### config.mk
export PLATFORM = sky130hd
export DESIGN_NAME = sar_sequencer
export DESIGN_NICKNAME = d
export VERILOG_FILES = /design/src/rtl/sar_sequencer.sv
export SDC_FILE = /design/constraint.sdc
export NUM_CORES = 1
export LEC_CHECK = 0
export BUFFER_PORTS_ARGS = -buffer_cell sky130_fd_sc_hd__buf_2
export CAP_MARGIN = 20
export CORE_UTILIZATION = 44
export DETAILED_ROUTE_END_ITERATION = 6
export PLACE_DENSITY = 0.61
export SYNTH_ARGS = -nofsm -noshare
export SYNTH_HDL_FRONTEND = slang
export SYNTH_SLANG_ARGS = --single-unit
### constraint.sdc
create_clock -name clk -period 5.71 [get_ports clk]
set_input_delay 0 -clock clk [delete_from_list [all_inputs] [get_ports clk]]
set_output_delay 0 -clock clk [all_outputs]
set_load 0.01 [all_outputs]
### src/rtl/sar_sequencer.sv
module sar_sequencer #(
  parameter int NBITS      = 12,
  parameter int SHORT_BITS = 8,
  parameter int SETTLE_CYC = 50,
  parameter int BIT_CYC    = 20,
  parameter int ACQ_CYC    = 50
) (
  input  logic             clk,
  input  logic             rst,
  input  logic             start,
  input  logic             short_cyc,
  input  logic             cmp_above,
  output logic [NBITS-1:0] dac_code,
  output logic             hold,
  output logic             busy,
  output logic             data_ready,
  output logic [NBITS-1:0] result
);
  localparam int IW   = $clog2(NBITS);
  localparam int CMAX = (SETTLE_CYC > BIT_CYC) ? ((SETTLE_CYC > ACQ_CYC) ? SETTLE_CYC : ACQ_CYC)
                                               : ((BIT_CYC > ACQ_CYC) ? BIT_CYC : ACQ_CYC);
  localparam int CW   = $clog2(CMAX + 1);
  localparam logic [IW-1:0] TOP_IDX    = IW'(NBITS - 1);
  localparam logic [IW-1:0] SHORT_LAST = IW'(NBITS - SHORT_BITS);

  typedef enum logic [1:0] {IDLE, SETTLE, TRIAL, ACQUIRE} state_t;

  state_t           state;
  logic [CW-1:0]    cnt;
  logic [IW-1:0]    idx;
  logic             short_q;
  logic [NBITS-1:0] sar, decided;

  wire cnt_done = (cnt == '0);
  wire last_bit = (idx == (short_q ? SHORT_LAST : '0));

  always_comb begin
    decided = sar;
    if (cmp_above) decided[idx] = 1'b0;
  end

  always_ff @(posedge clk) begin
    if (rst) begin
      state      <= IDLE;
      cnt        <= '0;
      idx        <= '0;
      short_q    <= 1'b0;
      sar        <= '0;
      result     <= '0;
      data_ready <= 1'b0;
    end else begin
      case (state)
        IDLE: if (start) begin
          state      <= SETTLE;
          cnt        <= CW'(SETTLE_CYC - 1);
          sar        <= '0;
          short_q    <= short_cyc;
          data_ready <= 1'b0;
        end
        SETTLE: if (cnt_done) begin
          state        <= TRIAL;
          idx          <= TOP_IDX;
          sar[TOP_IDX] <= 1'b1;
          cnt          <= CW'(BIT_CYC - 1);
        end else cnt <= cnt - 1'b1;
        TRIAL: if (cnt_done) begin
          sar <= decided;
          if (last_bit) begin
            state      <= ACQUIRE;
            cnt        <= CW'(ACQ_CYC - 1);
            result     <= decided;
            data_ready <= 1'b1;
          end else begin
            idx                 <= idx - 1'b1;
            sar[idx - 1'b1]     <= 1'b1;
            cnt                 <= CW'(BIT_CYC - 1);
          end
        end else cnt <= cnt - 1'b1;
        ACQUIRE: if (cnt_done) state <= IDLE;
                 else cnt <= cnt - 1'b1;
        default: state <= IDLE;
      endcase
    end
  end

  assign dac_code = sar;
  assign hold     = (state == SETTLE) || (state == TRIAL);
  assign busy     = (state != IDLE);

  // a conversion begins in hold with an empty trial code
  p_enter_hold_r2: assert property (@(posedge clk) disable iff (rst)
    $rose(busy) |-> (hold && dac_code == '0));

  // hold is only ever a sub-interval of busy
  p_hold_in_busy_r7: assert property (@(posedge clk) disable iff (rst)
    hold |-> busy);

  // busy can only fall with data already published
  p_ready_before_idle_r8: assert property (@(posedge clk) disable iff (rst)
    $fell(busy) |-> data_ready);

  // result moves only at the end of the trials
  p_result_only_at_end_r8: assert property (@(posedge clk) disable iff (rst)
    !$fell(hold) |-> $stable(result));

  // a start during the trials does not send the block back to settling
  p_no_restart_r6: assert property (@(posedge clk) disable iff (rst)
    (state == TRIAL && start) |=> (state != SETTLE));

  // a short conversion leaves the low bits clear
  p_short_low_zero_r5: assert property (@(posedge clk) disable iff (rst)
    (data_ready && short_q) |-> (result[NBITS-SHORT_BITS-1:0] == '0));
endmodule

# After elaboration in Yosys (flattened, before gate mapping)
# Index checks and enable logic that the tools add are counted.
[op_classes]
add_sub_neg = 2
n_mul = 0
n_div = 0
n_lt_le_gt_ge = 4
eq_ne = 11
n_shift = 0
muxes = 32
bitwise_logic = 3
n_reduce_logical = 17
[ops]
columns = ["op", "n"]
rows = [
  ["$mux 12", 4],
  ["$mux 6", 5],
  ["$pmux 6 s4", 1],
  ["$pmux 11 s2", 1],
  ["$ne 2x2->1 const B", 7],
  ["$and 12x12->12", 1],
  ["$mux 4", 3],
  ["$not 12->12", 1],
  ["$or 12x12->12", 1],
  ["$reduce_and 4->1", 3],
  ["$lt 4x5->1 const B", 2],
  ["$mux 2", 5],
  ["$demux 1 s4", 2],
  ["$ge 4x1->1 const B", 2],
  ["$pmux 2 s4", 1],
  ["$pmux 4 s2", 1],
  ["$logic_not 6->1", 1],
  ["$mux 1", 6],
  ["$reduce_and 3->1", 2],
  ["$reduce_bool 2->1", 3],
  ["$sub 6x1->6 const B", 1],
  ["$reduce_and 5->1", 1],
  ["$eq 2x2->1 const B", 2],
  ["$eq 4x3->1", 1],
  ["10 further kinds", 12],
]
[totals]
ff_bits = 38
latchBits = 0
ramBits = 0
mem_bits_ro = 0
in_bits = 5
output_inout_bits = 27
elab_cells = 77
mem_count = 0

# Logic depth before layout (Yosys ltp)
[logic_depth]
ltp_word = 11
mapped_depth = 8
ltp_nobuf = 6

# Worst setup path after synthesis
# Ideal clock, no wire load.
[synth_timing]
path_kind = "register to register"
startpoint = "reg cnt[0]"
endpoint = "reg result[4]"
setup_time_ns = 0.132
arrival_time_ns = 1.819
t_required_ns = 5.578
path_slack_ns = 3.759
stages_incl_launch_ff = 9
path_buffers = 2
synth_period_minus_slack_ns = 1.951
cell_sequence = "dfxtp_1 -> inv_1 -> ha_1 -> or3b_1 -> buf_6 -> or4_4 -> buf_6 -> nand2_1 -> a21oi_1"
[synth_between]
elab_chain_cells = 2
[synth_lines]
columns = ["item", "line_no", "text"]
rows = [
  ["start: declaration", "29", "logic [CW-1:0] cnt;"],
  ["start signal: assignment", "55", "cnt <= CW'(SETTLE_CYC - 1);"],
  ["start signal: assignment", "64", "cnt <= CW'(BIT_CYC - 1);"],
  ["start signal: assignment", "65", "end else cnt <= cnt - 1'b1;"],
  ["$logic_not 6->1", "34", "wire cnt_done = (cnt == '0);"],
  ["$reduce_and 3->1 (no line)", "--", ""],
  ["end signal: assignment", "71", "result <= decided;"],
  ["end: declaration", "17", "output logic [NBITS-1:0] result"],
]
# No other way between the ends.
# A chain may end at the register's enable or synchronous reset.

# Worst setup path after layout
[layout_timing]
startpoint = "reg cnt[0]"
endpoint = "reg sar[5] (netlist: dac_code[5])"
[layout_between]
elab_chain_cells = 3
[layout_lines]
columns = ["item", "line_no", "text"]
rows = [
  ["$logic_not 6->1", "34", ""],
  ["$ne 2x2->1 (no line)", "--", ""],
  ["$reduce_and 3->1 (no line)", "--", ""],
  ["end signal: assignment", "67", "sar <= decided;"],
  ["end: declaration", "32", "logic [NBITS-1:0] sar, decided;"],
]
# No other way between the ends.

==> impl_results.html <==
<table>
<tr><th>Metric</th><th>Value</th></tr>
<tr><th colspan="2">Outcome</th></tr>
<tr><td>Run status</td><td>complete, no violations</td></tr>
<tr><th colspan="2">Logic synthesis</th></tr>
<tr><td>Syn_area_per_cell</td><td>8.205 µm²</td></tr>
<tr><td>Dominant register cell in the synthesized netlist</td><td>sky130_fd_sc_hd__dfxtp_1</td></tr>
<tr><td>Post-synthesis sequential area ratio</td><td>35.66%</td></tr>
<tr><td>Number of synthesis warnings</td><td>0</td></tr>
<tr><td>Cell area after synthesis</td><td>0.002133 mm²</td></tr>
<tr><td>Share of the synthesized area in the top cell type</td><td>35.66%</td></tr>
<tr><td>Count of flip-flops with a built-in enable after synthesis</td><td>0</td></tr>
<tr><td>Distinct cell type count after synthesis</td><td>54</td></tr>
<tr><td>Dominant cells by area after synthesis</td><td>sky130_fd_sc_hd__dfxtp_1 (36%), sky130_fd_sc_hd__ha_1 (7.0%), sky130_fd_sc_hd__nand2_1 (6.5%)</td></tr>
<tr><td>Mapped Cells</td><td>260</td></tr>
<tr><td>Total nets after synthesis</td><td>277</td></tr>
<tr><td>Library cell occupying the most area in the post-synthesis netlist</td><td>sky130_fd_sc_hd__dfxtp_1</td></tr>
<tr><td>Proportion of register bits with asynchronous set or reset after synthesis</td><td>0%</td></tr>
<tr><td>FF+latch count, synth</td><td>38</td></tr>
<tr><th colspan="2">STA</th></tr>
<tr><td>Count of final setup violators</td><td>0</td></tr>
<tr><td>Sum Neg Setup Slack</td><td>0 ns</td></tr>
<tr><td>Worst-Margin Slew</td><td>0.7291 ns</td></tr>
<tr><td>Final Cycle Share</td><td>41.03%</td></tr>
<tr><td>Post-layout minimum cycle time</td><td>2.343 ns</td></tr>
<tr><td>Achievable Freq</td><td>0.4268 GHz</td></tr>
<tr><td>Fin. max-slew vios</td><td>0</td></tr>
<tr><td>Final hold violation count</td><td>0</td></tr>
<tr><td>Fin Clk Skew</td><td>0.007748 ns</td></tr>
<tr><td>Max_slew headroom</td><td>51.30%</td></tr>
<tr><td>Unrepaired setup endpoints after global routing</td><td>false</td></tr>
<tr><th colspan="2">Clock network</th></tr>
<tr><td>Max Buffers Root-to-Sink</td><td>2</td></tr>
<tr><td>Clk pin slew, worst setup/hold paths</td><td>0.08 ns</td></tr>
<tr><td>Number of buffers inserted for hold repair after clock tree synthesis</td><td>1</td></tr>
<tr><td>Post-cts repair resize count</td><td>0</td></tr>
<tr><td>Latest clock arrival within the worst-skew pair</td><td>0.30 ns</td></tr>
<tr><td>Clock sink count</td><td>38</td></tr>
<tr><td>Clock root buffer</td><td>sky130_fd_sc_hd__clkbuf_8</td></tr>
<tr><td>Inserted Clock Buffers</td><td>5</td></tr>
<tr><td>Clock tree from TritonCTS</td><td>yes</td></tr>
<tr><td>Post-CTS repair timing setup buffer count</td><td>0</td></tr>
<tr><td>Max H-tree Level</td><td>2</td></tr>
<tr><th colspan="2">Global routing</th></tr>
<tr><td>Pin count of the biggest net entering global routing</td><td>31</td></tr>
<tr><td>First-pass GRT wire length</td><td>9128 µm</td></tr>
<tr><td>Overall global routing resource usage</td><td>22.68%</td></tr>
<tr><td>Vias in the first global route</td><td>1838</td></tr>
<tr><td>Antenna violations before repair</td><td>0</td></tr>
<tr><td>Total gr overflow</td><td>0</td></tr>
<tr><th colspan="2">Cells and area</th></tr>
<tr><td>Combined area of the multi-input logic cells</td><td>0.001247 mm²</td></tr>
<tr><td>Ant diodes</td><td>0</td></tr>
<tr><td>Fill count</td><td>441</td></tr>
<tr><td>Layout cells sized above 1</td><td>17.48%</td></tr>
<tr><td>Util after Layout</td><td>54.08%</td></tr>
<tr><td>Net count reported at finish</td><td>302</td></tr>
<tr><td>Sequential standard cell area</td><td>760.7 µm²</td></tr>
<tr><td>Layout overhead on the synthesized area</td><td>14.19%</td></tr>
<tr><th colspan="2">Critical path</th></tr>
<tr><td>Sequence of cells on the critical path</td><td>inv_1 -&gt; ha_1 -&gt; nor3b_1 -&gt; nand3_1 -&gt; o311ai_0 -&gt; o21ai_0</td></tr>
<tr><td>Setup slack on the worst flop-to-flop path</td><td>3.37 ns</td></tr>
<tr><td>Maximum fanout along the worst path</td><td>9</td></tr>
<tr><td>CP Capture Type</td><td>flop</td></tr>
<tr><td>Reg-to-Reg Start</td><td>cnt[0]</td></tr>
<tr><td>Type of the worst setup path</td><td>flop to flop</td></tr>
<tr><td>Maximum cell stage delay along the critical path</td><td>0.58 ns</td></tr>
<tr><td>Critical R2R Capture</td><td>dac_code[5]</td></tr>
<tr><td>Required time reported for the critical path endpoint</td><td>5.87 ns</td></tr>
<tr><td>Cell count of the worst reg-to-reg path</td><td>6</td></tr>
<tr><td>Critical path startpoint category</td><td>flop</td></tr>
<tr><td>Worst path arrival time</td><td>2.50 ns</td></tr>
<tr><td>Cell with the biggest individual delay on the critical path</td><td>sky130_fd_sc_hd__nor3b_1</td></tr>
<tr><th colspan="2">Hold path</th></tr>
<tr><td>Startpoint of the lowest-slack hold path</td><td>start</td></tr>
<tr><td>Path class of the lowest-slack min-delay path</td><td>primary input to flop</td></tr>
<tr><td>Terminating pin of the worst hold path</td><td>short_q</td></tr>
<tr><td>Cells on Worst Hold Path</td><td>3</td></tr>
<tr><th colspan="2">Drt</th></tr>
<tr><td>Iter 0 DRT Violations</td><td>139</td></tr>
<tr><td>Post-route DRC</td><td>0</td></tr>
<tr><td>Vias</td><td>1990</td></tr>
<tr><td>Remaining antenna violation count after routing</td><td>0</td></tr>
<tr><td>Vias per Instance</td><td>5.888</td></tr>
<tr><td>Routed len/inst</td><td>16.18 µm</td></tr>
<tr><td>Aggregate routed wire length</td><td>5468 µm</td></tr>
<tr><td>First-pass detailed-route iteration total</td><td>4</td></tr>
<tr><th colspan="2">Power and ir drop</th></tr>
<tr><td>PwrDens</td><td>458.1 mW/mm²</td></tr>
<tr><td>Net switching fraction of the power</td><td>42.48%</td></tr>
<tr><td>Part of the total power dissipated in the clock network</td><td>25.0%</td></tr>
<tr><td>Combinational cell fraction of total power</td><td>43.7%</td></tr>
<tr><td>Peak supply drop</td><td>0.2675 mV</td></tr>
<tr><td>Cell internal power dissipation</td><td>0.0006420 W</td></tr>
<tr><td>Leakage power</td><td>0.9549 nW</td></tr>
<tr><td>Power share of the sequential group</td><td>31.3%</td></tr>
<tr><td>Switching power summed over all nets</td><td>0.0004741 W</td></tr>
<tr><th colspan="2">Floorplanning</th></tr>
<tr><td>Starting Density</td><td>47.36%</td></tr>
<tr><td>Chip Height</td><td>71.63 µm</td></tr>
<tr><td>Core footprint</td><td>0.004504 mm²</td></tr>
<tr><td>Count of standard-cell rows</td><td>24</td></tr>
<tr><td>Total die area</td><td>0.005131 mm²</td></tr>
<tr><td>Width of the chip</td><td>71.63 µm</td></tr>
<tr><td>I/O pin cnt</td><td>32</td></tr>
<tr><th colspan="2">Placement</th></tr>
<tr><td>Count of buffers inserted at the top-level ports</td><td>31</td></tr>
<tr><td>Routability congestion estimate</td><td>0.8421</td></tr>
<tr><td>DP HPWL</td><td>4051 µm</td></tr>
<tr><th colspan="2">Flow run</th></tr>
<tr><td>Max-cap violation count</td><td>0</td></tr>
</table>
==> critical path: cells and delay by family (launching register included) <==
family	cells	cell delay (ns)
AND/OR/NAND/NOR	2	1.05
AO/OA/AOI/OAI	2	0.56
flip-flops	1	0.34
adder cells (fa/ha/maj)	1	0.16
buffers and inverters	1	0.10
==> power by group through the flow <==
stage	clock network, W	registers [W]	logic, W
global placement	0	0.000353	0.000481
CTS	0.000283	0.000348	0.000481
floorplan	0	0.000330	0.000403
finish	0.000279	0.000349	0.000488
global route	0.000294	0.000357	0.000550
detailed placement	0	0.000354	0.000478
==> per-stage QoR <==
step | instance area, µm² | hold slack (ns) | cells | setup slack (ns) | power (W)
floorplan | 2133 | 0.1475 | 260 | 3.759 | 0.0007338
global placement | 2281 | 0.2688 | 328 | 3.117 | 0.0008339
detailed placement | 2281 | 0.2762 | 328 | 3.144 | 0.0008328
CTS | 2429 | 0.01344 | 337 | 3.112 | 0.001112
global route | 2436 | 0.02198 | 338 | 3.065 | 0.001200
finish | 2436 | 0.01143 | 338 | 3.367 | 0.001116
==> cells in the mapped netlist (2+ instances only) <==
| library cell | instances |
|---|---|
| sky130_fd_sc_hd__a211oi_1 | 5 |
| sky130_fd_sc_hd__a21boi_0 | 2 |
| sky130_fd_sc_hd__a21oi_1 | 20 |
| sky130_fd_sc_hd__a221oi_1 | 2 |
| sky130_fd_sc_hd__a22oi_1 | 3 |
| sky130_fd_sc_hd__buf_6 | 2 |
| sky130_fd_sc_hd__clkbuf_1 | 12 |
| sky130_fd_sc_hd__dfxtp_1 | 38 |
| sky130_fd_sc_hd__ha_1 | 12 |
| sky130_fd_sc_hd__inv_1 | 14 |
| sky130_fd_sc_hd__mux2i_1 | 2 |
| sky130_fd_sc_hd__nand2_1 | 37 |
| sky130_fd_sc_hd__nand2b_1 | 3 |
| sky130_fd_sc_hd__nand3_1 | 12 |
| sky130_fd_sc_hd__nand3b_1 | 2 |
| sky130_fd_sc_hd__nand4_1 | 2 |
| sky130_fd_sc_hd__nor2_1 | 8 |
| sky130_fd_sc_hd__nor2b_1 | 3 |
| sky130_fd_sc_hd__nor3_1 | 7 |
| sky130_fd_sc_hd__nor3b_1 | 4 |
| sky130_fd_sc_hd__nor4_2 | 2 |
| sky130_fd_sc_hd__o211ai_1 | 7 |
| sky130_fd_sc_hd__o21ai_0 | 18 |
| sky130_fd_sc_hd__o21bai_1 | 2 |
| sky130_fd_sc_hd__o22ai_1 | 6 |
| sky130_fd_sc_hd__o311ai_0 | 4 |
| sky130_fd_sc_hd__or3b_1 | 2 |
| sky130_fd_sc_hd__or4_1 | 2 |
| sky130_fd_sc_hd__xor2_1 | 2 |
==> final cells by class <==
class                   instances  share of cell area [%]
clock buffers                   5                   2.825
clock inverters                 3                   2.825
inverters                      14                   2.157
well taps                      52                   2.671
repair buffers                 33                   7.088
multi-input cells             193                   51.21
flip-flops and latches         38                   31.23
==> cell usage in the layout, fill, tap and decap left out, types with 4 or more instances in the layout <==
master and instances:
sky130_fd_sc_hd__a211oi_1 5, sky130_fd_sc_hd__a21oi_1 20, sky130_fd_sc_hd__buf_2 31, sky130_fd_sc_hd__clkbuf_8 5
sky130_fd_sc_hd__dfxtp_1 38, sky130_fd_sc_hd__ha_1 12, sky130_fd_sc_hd__inv_1 14, sky130_fd_sc_hd__nand2_1 37
sky130_fd_sc_hd__nand3_1 12, sky130_fd_sc_hd__nor2_1 8, sky130_fd_sc_hd__nor3_1 7, sky130_fd_sc_hd__nor3b_1 4
sky130_fd_sc_hd__o211ai_1 7, sky130_fd_sc_hd__o21ai_0 18, sky130_fd_sc_hd__o22ai_1 6, sky130_fd_sc_hd__o311ai_0 4
==> cells by family (layout without fill, tap and decap cells) <==
family	Yosys count	after routing	share of synthesized area (%)
AND/OR/NAND/NOR	92	92	22.41
AO/OA/AOI/OAI	83	83	26.34
flip-flops	38	38	35.66
buffers and inverters	29	55	5.865
adder cells (fa/ha/maj)	12	12	7.038
XOR/XNOR	3	3	1.232
multiplexers	3	3	1.466
==> worst max-delay path by stage <==
stage	startpoint	endpoint	slack, ns	cells after the start
global placement	state[0]	result[2]	3.12	6
finish	cnt[0]	dac_code[5]	3.37	6
detailed placement	state[0]	result[6]	3.14	6
CTS	state[0]	result[6]	3.11	6
global route	cnt[0]	dac_code[4]	3.07	6
floorplan	cnt[0]	result[4]	3.76	8
==> registers in the layout, indices dropped and copies added, names as in the netlist <==
| register | cells |
|---|---|
| dac_code | 12 |
| result | 12 |
| cnt | 6 |
| idx | 4 |
| state | 2 |
| data_ready | 1 |
| short_q | 1 |
==> routing by layer <==
| metal | wire, µm | GRT usage, % | share of wire (%) | vias to the layer above |
|---|---|---|---|---|
| met5 | 0 | 0 | 0 | - |
| met4 | 61 | 6.972 | 1.1 | 0 |
| met3 | 232 | 3.094 | 4.2 | 6 |
| met2 | 2299 | 33.54 | 42 | 50 |
| met1 | 2874 | 34.09 | 53 | 929 |
| li1 | - | - | - | 1005 |
Power figures use the tool's default switching activity.
